**config.mk**
```make
export PLATFORM = sky130hd
export DESIGN_NAME = i2c_write_slave
export DESIGN_NICKNAME = d
export VERILOG_FILES = /design/src/rtl/i2c_rx_pkg.sv /design/src/rtl/i2c_rx_sync.sv /design/src/rtl/i2c_rx_datapath.sv /design/src/rtl/i2c_rx_ctrl.sv /design/src/rtl/i2c_write_slave.sv
export SDC_FILE = /design/constraint.sdc
export NUM_CORES = 1
export LEC_CHECK = 0
export BUFFER_PORTS_ARGS = -buffer_cell sky130_fd_sc_hd__buf_2
export CORE_MARGIN = 5
export CORE_UTILIZATION = 60
export DETAILED_ROUTE_END_ITERATION = 8
export PLACE_DENSITY = 0.82
export SLEW_MARGIN = 30
export SYNTH_ARGS = -nofsm -noshare
export SYNTH_HDL_FRONTEND = slang
export SYNTH_SLANG_ARGS = --single-unit
```
**constraint.sdc**
```tcl
create_clock -name clk -period 2.6 [get_ports clk]
set_input_delay 0.39 -clock clk [delete_from_list [all_inputs] [get_ports clk]]
set_output_delay 0.39 -clock clk [all_outputs]
set_load 0.02 [all_outputs]
```
**src/rtl/i2c_rx_pkg.sv**
```systemverilog
package i2c_rx_pkg;

  typedef enum logic [2:0] {
    ST_IDLE,
    ST_ADDR,
    ST_ADDR_ACK,
    ST_DATA,
    ST_DATA_ACK,
    ST_IGNORE
  } rxState_t;

  // strobes from control to datapath
  typedef struct packed {
    logic shiftEn;
    logic cntClr;
    logic pullSet;
    logic pullClr;
    logic loadOut;
  } rxStrobe_t;

  // conditions from datapath to control
  typedef struct packed {
    logic evStart;
    logic evStop;
    logic sclRise;
    logic sclFall;
    logic byteFull;
    logic addrHit;
    logic rwBit;
  } rxStatus_t;

endpackage

```
**src/rtl/i2c_rx_sync.sv**
```systemverilog
module i2c_rx_sync #(
  parameter int STAGES = 2
) (
  input  logic clk,
  input  logic rstN,
  input  logic d,
  output logic q
);
  logic [STAGES-1:0] chain;

  generate
    if (STAGES == 1) begin : g_single
      always_ff @(posedge clk or negedge rstN) begin
        if (!rstN) chain <= '1;
        else       chain <= d;
      end
    end else begin : g_multi
      always_ff @(posedge clk or negedge rstN) begin
        if (!rstN) chain <= '1;
        else       chain <= {chain[STAGES-2:0], d};
      end
    end
  endgenerate

  assign q = chain[STAGES-1];
endmodule

```
**src/rtl/i2c_rx_datapath.sv**
```systemverilog
module i2c_rx_datapath
  import i2c_rx_pkg::*;
#(
  parameter int          DATA_W      = 8,
  parameter int          ADDR_FIX_W  = 6,
  parameter logic [ADDR_FIX_W-1:0] ADDR_FIX = 6'b010010,
  parameter int          SYNC_STAGES = 2
) (
  input  logic              clk,
  input  logic              rstN,
  input  logic              sclIn,
  input  logic              sdaIn,
  input  logic              addrSel,
  input  rxStrobe_t         strobe,
  output rxStatus_t         status,
  output logic              sdaPullEn,
  output logic [DATA_W-1:0] rxData,
  output logic              rxValid
);
  localparam int ADDR_W = ADDR_FIX_W + 1;
  localparam int CNT_W  = $clog2(DATA_W + 1);
  localparam logic [CNT_W-1:0] CNT_FULL = CNT_W'(DATA_W);

  logic sclSync, sdaSync, sclPrev, sdaPrev;
  logic [DATA_W-1:0] shiftReg;
  logic [CNT_W-1:0]  bitCnt;
  logic              pullReg;
  logic [DATA_W-1:0] dataReg;
  logic              validReg;

  i2c_rx_sync #(.STAGES(SYNC_STAGES)) u_sclSync (
    .clk(clk), .rstN(rstN), .d(sclIn), .q(sclSync));
  i2c_rx_sync #(.STAGES(SYNC_STAGES)) u_sdaSync (
    .clk(clk), .rstN(rstN), .d(sdaIn), .q(sdaSync));

  always_ff @(posedge clk or negedge rstN) begin
    if (!rstN) begin
      sclPrev <= 1'b1;
      sdaPrev <= 1'b1;
    end else begin
      sclPrev <= sclSync;
      sdaPrev <= sdaSync;
    end
  end

  // bus events: edges of SCL, and SDA edges while SCL stays high
  always_comb begin
    status          = '0;
    status.sclRise  = sclSync & ~sclPrev;
    status.sclFall  = ~sclSync & sclPrev;
    status.evStart  = sclSync & sclPrev & sdaPrev & ~sdaSync;
    status.evStop   = sclSync & sclPrev & ~sdaPrev & sdaSync;
    status.byteFull = (bitCnt == CNT_FULL);
    status.addrHit  = (shiftReg[DATA_W-1 -: ADDR_W] == {ADDR_FIX, addrSel});
    status.rwBit    = shiftReg[0];
  end

  // shifter and bit counter
  always_ff @(posedge clk or negedge rstN) begin
    if (!rstN) begin
      shiftReg <= '0;
      bitCnt   <= '0;
    end else begin
      if (strobe.cntClr) begin
        bitCnt <= '0;
      end else if (strobe.shiftEn && (bitCnt != CNT_FULL)) begin
        shiftReg <= {shiftReg[DATA_W-2:0], sdaSync};
        bitCnt   <= bitCnt + 1'b1;
      end
    end
  end

  // open-drain pull and output register
  always_ff @(posedge clk or negedge rstN) begin
    if (!rstN) begin
      pullReg  <= 1'b0;
      dataReg  <= '0;
      validReg <= 1'b0;
    end else begin
      if (strobe.pullClr)      pullReg <= 1'b0;
      else if (strobe.pullSet) pullReg <= 1'b1;
      if (strobe.loadOut) dataReg <= shiftReg;
      validReg <= strobe.loadOut;
    end
  end

  assign sdaPullEn = pullReg;
  assign rxData    = dataReg;
  assign rxValid   = validReg;

  AST_VALID_SINGLE: assert property (@(posedge clk) disable iff (!rstN)
    validReg |=> !validReg);
  AST_DATA_HOLD: assert property (@(posedge clk) disable iff (!rstN)
    !validReg |-> $stable(dataReg));
  AST_CNT_BOUND: assert property (@(posedge clk) disable iff (!rstN)
    bitCnt <= CNT_FULL);
endmodule

```
**src/rtl/i2c_rx_ctrl.sv**
```systemverilog
module i2c_rx_ctrl
  import i2c_rx_pkg::*;
(
  input  logic      clk,
  input  logic      rstN,
  input  rxStatus_t status,
  output rxStrobe_t strobe,
  output rxState_t  state
);
  rxState_t stateNext;

  always_comb begin
    stateNext = state;
    strobe    = '0;
    if (status.evStop) begin
      stateNext      = ST_IDLE;
      strobe.pullClr = 1'b1;
    end else if (status.evStart) begin
      stateNext      = ST_ADDR;
      strobe.cntClr  = 1'b1;
      strobe.pullClr = 1'b1;
    end else begin
      case (state)
        ST_ADDR: begin
          strobe.shiftEn = status.sclRise;
          if (status.sclFall && status.byteFull) begin
            if (status.addrHit && !status.rwBit) begin
              stateNext      = ST_ADDR_ACK;
              strobe.pullSet = 1'b1;
            end else begin
              stateNext = ST_IGNORE;
            end
          end
        end
        ST_ADDR_ACK, ST_DATA_ACK: begin
          if (status.sclFall) begin
            stateNext      = ST_DATA;
            strobe.pullClr = 1'b1;
            strobe.cntClr  = 1'b1;
          end
        end
        ST_DATA: begin
          strobe.shiftEn = status.sclRise;
          if (status.sclFall && status.byteFull) begin
            stateNext      = ST_DATA_ACK;
            strobe.pullSet = 1'b1;
            strobe.loadOut = 1'b1;
          end
        end
        default: stateNext = state;
      endcase
    end
  end

  always_ff @(posedge clk or negedge rstN) begin
    if (!rstN) state <= ST_IDLE;
    else       state <= stateNext;
  end

  AST_START_RESTART: assert property (@(posedge clk) disable iff (!rstN)
    (status.evStart && !status.evStop) |=> (state == ST_ADDR));
  AST_STOP_IDLE: assert property (@(posedge clk) disable iff (!rstN)
    status.evStop |=> (state == ST_IDLE));
  AST_IGNORE_HOLD: assert property (@(posedge clk) disable iff (!rstN)
    (state == ST_IGNORE && !status.evStart && !status.evStop) |=> (state == ST_IGNORE));
endmodule

```
**src/rtl/i2c_write_slave.sv**
```systemverilog
module i2c_write_slave
  import i2c_rx_pkg::*;
#(
  parameter int DATA_W      = 8,
  parameter int ADDR_FIX_W  = 6,
  parameter logic [ADDR_FIX_W-1:0] ADDR_FIX = 6'b010010,
  parameter int SYNC_STAGES = 2
) (
  input  logic              clk,
  input  logic              rstN,
  input  logic              sclIn,
  input  logic              sdaIn,
  input  logic              addrSel,
  output logic              sdaPullEn,
  output logic [DATA_W-1:0] rxData,
  output logic              rxValid
);
  rxStrobe_t strobe;
  rxStatus_t status;
  rxState_t  state;

  i2c_rx_datapath #(
    .DATA_W(DATA_W), .ADDR_FIX_W(ADDR_FIX_W),
    .ADDR_FIX(ADDR_FIX), .SYNC_STAGES(SYNC_STAGES)
  ) u_dp (
    .clk(clk), .rstN(rstN), .sclIn(sclIn), .sdaIn(sdaIn),
    .addrSel(addrSel), .strobe(strobe), .status(status),
    .sdaPullEn(sdaPullEn), .rxData(rxData), .rxValid(rxValid));

  i2c_rx_ctrl u_ctrl (
    .clk(clk), .rstN(rstN), .status(status),
    .strobe(strobe), .state(state));

  AST_PULL_IN_ACK: assert property (@(posedge clk) disable iff (!rstN)
    sdaPullEn |-> (state == ST_ADDR_ACK || state == ST_DATA_ACK));
  AST_VALID_AFTER_BYTE: assert property (@(posedge clk) disable iff (!rstN)
    rxValid |-> (state == ST_DATA_ACK));
endmodule

```
==> results.sh <==
export IMPL_synth_avg_cell_area_sq_um=13.13
export IMPL_netlist_instances=101
export IMPL_synth_edff_count=0
export IMPL_insertedDiodeCount=0
export IMPL_numCtsBuffers=5
export IMPL_cts_setup_buffers=0
export IMPL_synth_top_area_share_pct=47.17
export IMPL_setup_tns_ns=0
export IMPL_fmaxAchievable_mhz=525.3
export IMPL_tritoncts="done"
export IMPL_cp_end_kind="flop"
export IMPL_r2r_start="u_dp.bitCnt[0]$_DFFE_PN0P_"
export IMPL_synth_top_cell_by_area="dfrtp_1"
export IMPL_rsz0062_at_grt="no"
export IMPL_num_vias=878
export IMPL_grt_usage_pct=17.38
export IMPL_grt_pass1_wl_microns=4326
export IMPL_synth_area_sq_mm=0.001326
export IMPL_critPathKind="reg -> reg"
export IMPL_area_growth_pct=13.02
export IMPL_finalMaxSlewViolations=0
export IMPL_grt_pass1_vias=930
export IMPL_power_leakage_nw=0.7138
export IMPL_viasPerCell=5.853
export IMPL_slew_headroom_pct=57.15
export IMPL_drc_errors=0
export IMPL_ys_flop_type="dfrtp_1"
export IMPL_dieHeight_microns=57.02
export IMPL_drtPass1Iterations=4
export IMPL_clock_skew_ns=0.003758
export IMPL_cts_root_buf="clkbuf_4"
export IMPL_yosysSeqAreaShare_pct=59.06
export IMPL_gp_congestion=0.8985
export IMPL_layout_drive_gt1_share_pct=40.16
export IMPL_ys_types=31
export IMPL_vdd_drop_max_mv=0.5962
export IMPL_crit_chain="inv_1 > ha_1 > nand3b_1 > nor2_1 > and2_1 > mux2_2"
export IMPL_synth_area_leaders="dfrtp_1, mux2_2, dfstp_2"
export IMPL_drv_cap=0
export IMPL_grt_max_degree=32
export IMPL_cp_slowest_cell="dfrtp_1"
export IMPL_hold_viol=0
export IMPL_power_density_mw_per_mm2=832.0
export IMPL_async_flop_share_pct=100.0
export IMPL_yosysWarnings=0
export IMPL_yosys_cell_count_top_type="dfrtp_1"
export IMPL_clk_latency_ns=0.32
export IMPL_die_x_microns=57.02
export IMPL_core_rowCount=17
export IMPL_post_drt_wl_per_cell_microns=15.95
export IMPL_wirelength_microns=2393
export IMPL_placed_cells=142
export IMPL_status="complete, no violations"
export IMPL_drt_iter0_markers=14
export IMPL_cts_buffer_depth=2
export IMPL_io_buffers=14
export IMPL_start_util_pct=61.13
export IMPL_die_area_sq_mm=0.003251
export IMPL_synthTopCellsByCount="dfrtp_1, mux2_2, dfstp_2"
export IMPL_fin_util_pct=69.09
export IMPL_multi_input_area_sq_um=526.8
export IMPL_clk_pin_slew_ns=0.10
export IMPL_cts_sinks=31
export IMPL_min_path_type="in -> async"
export IMPL_layout_min_cycle_time_ns=1.904
export IMPL_ctsResizeCount=0
export IMPL_fin_crit_sh_pct=73.22
export IMPL_ctsHoldBuffers=0
export IMPL_reg2reg_setup_slack_ns=0.70
export IMPL_seq_area_sq_um=783.3
export IMPL_ys_seq_elements=31
export IMPL_worstPathRequired_ns=2.81
export IMPL_syn_nets=108
export IMPL_hpwl_microns=1726
export IMPL_crit_path_max_incr_delay_ns=0.42
export IMPL_worstPathBufferInverterCount=1
export IMPL_setup_violations_final=0
export IMPL_io_pins=15
export IMPL_tightest_slew_ns=0.6427
export IMPL_grt_ovfl_total=0
export IMPL_final_cells=150
export IMPL_crit_arrival_ns=2.11
export IMPL_cp_top_family="simple AND/OR/NAND/NOR gates"
export IMPL_htree_levels=2
export IMPL_final_nets=128
export IMPL_antenna_found_initial=0
export IMPL_crit_fanout=10
export IMPL_critPathLaunchType="flop"
export IMPL_reg2reg_to="u_dp.rxData[1]$_DFFE_PN0P_"
export IMPL_fillers=166
export IMPL_ff2ff_path_depth=6
export IMPL_core_area_sq_mm=0.002170
export IMPL_detail_route_antenna_nets=0
final cells by class:
cell class | instances | share of cell area, %
Sequential cell | 31 | 52.25
Multi-Input combinational cell | 66 | 35.14
Timing Repair Buffer | 14 | 4.674
Clock buffer | 7 | 4.341
Tap cell | 28 | 2.337
Inverter | 3 | 0.7513
Clock inverter | 1 | 0.5008
kinds of logic (layout without fill, tap and decap cells):
group,count (synthesis),after routing,share of synthesized area [%]
compound gates,10,10,4.434
xor+xnor,5,5,3.302
fa+ha+maj,2,2,1.886
buf+inv,4,25,1.226
flops,31,31,59.06
mux,17,17,14.34
simple gates,32,32,15.75
per-stage QoR:
| stage | power (W) | area (sq um) | setup slack [ns] | hold slack [ns] |
|---|---|---|---|---|
| after floorplan | 0.0008490 | 1326 | 0.8515 | 0.09441 |
| after detailed placement | 0.0009327 | 1426 | 0.7234 | 0.3476 |
| final | 0.001247 | 1499 | 0.6963 | 0.08007 |
| after global routing | 0.001330 | 1499 | 0.5972 | 0.1163 |
| after CTS | 0.001259 | 1499 | 0.7147 | 0.09306 |
| after global placement | 0.0009068 | 1426 | 0.7923 | 0.3461 |
state kept, by name, indices dropped and copies added (netlist names):
name                  flops
u_ctrl.state              3
u_dp.bitCnt               4
u_dp.u_sdaSync.chain      2
u_dp.sdaPrev              1
u_dp.sdaPullEn            1
u_dp.rxData               8
u_dp.sclPrev              1
u_dp.u_sclSync.chain      2
u_dp.rxValid              1
u_dp.shiftReg             8
routing by layer:
layer  share of wire, %  vias to the layer above  wire (microns)  global-route usage, %
met5                  0                        -               0                      0
met4                1.8                        0              42                  9.603
met3                4.6                        6             109                  4.977
met2                 52                       24            1237                  27.90
met1                 42                      443            1004                  21.07
li1                   -                      405               -                      -
report_power, final:
group | leakage [nW] | switching (W) | total [W] | internal (W)
combinational | 0.286 | 0.000108 | 0.000229 | 0.000121
sequential | 0.390 | 0.000110 | 0.000699 | 0.000589
clock | 0.0375 | 0.000162 | 0.000320 | 0.000158
total | 0.714 | 0.000380 | 0.00125 | 0.000867
layout by cell type, fill, tap and decap left out, drive strengths merged, types with 2 or more instances in the layout:
master	synthesis	routed
clkbuf	0	7
nand2	5	5
nor2	4	4
ha	2	2
or4b	2	2
xnor2	2	2
dfstp	6	6
nand3	5	5
dfrtp	25	25
nand4b	2	2
xor2	3	3
nand4	2	2
inv	3	3
o21ai	5	5
a21oi	2	2
or3	2	2
buf	1	14
mux2	16	16
worst max-delay path by stage:
stage / depth (start not counted) / startpoint / end
floorplan: 6 / u_dp.bitCnt[0]$_DFFE_PN0P_ / u_ctrl.state[1]$_DFFE_PN0P_
global placement: 6 / u_dp.bitCnt[0]$_DFFE_PN0P_ / u_ctrl.state[1]$_DFFE_PN0P_
detailed placement: 6 / u_dp.bitCnt[0]$_DFFE_PN0P_ / u_dp.rxData[1]$_DFFE_PN0P_
CTS: 6 / u_dp.bitCnt[0]$_DFFE_PN0P_ / u_dp.rxData[1]$_DFFE_PN0P_
global route: 6 / u_dp.bitCnt[0]$_DFFE_PN0P_ / u_dp.rxData[1]$_DFFE_PN0P_
finish: 6 / u_dp.bitCnt[0]$_DFFE_PN0P_ / u_dp.rxData[1]$_DFFE_PN0P_
Power figures use the tool's default switching activity.
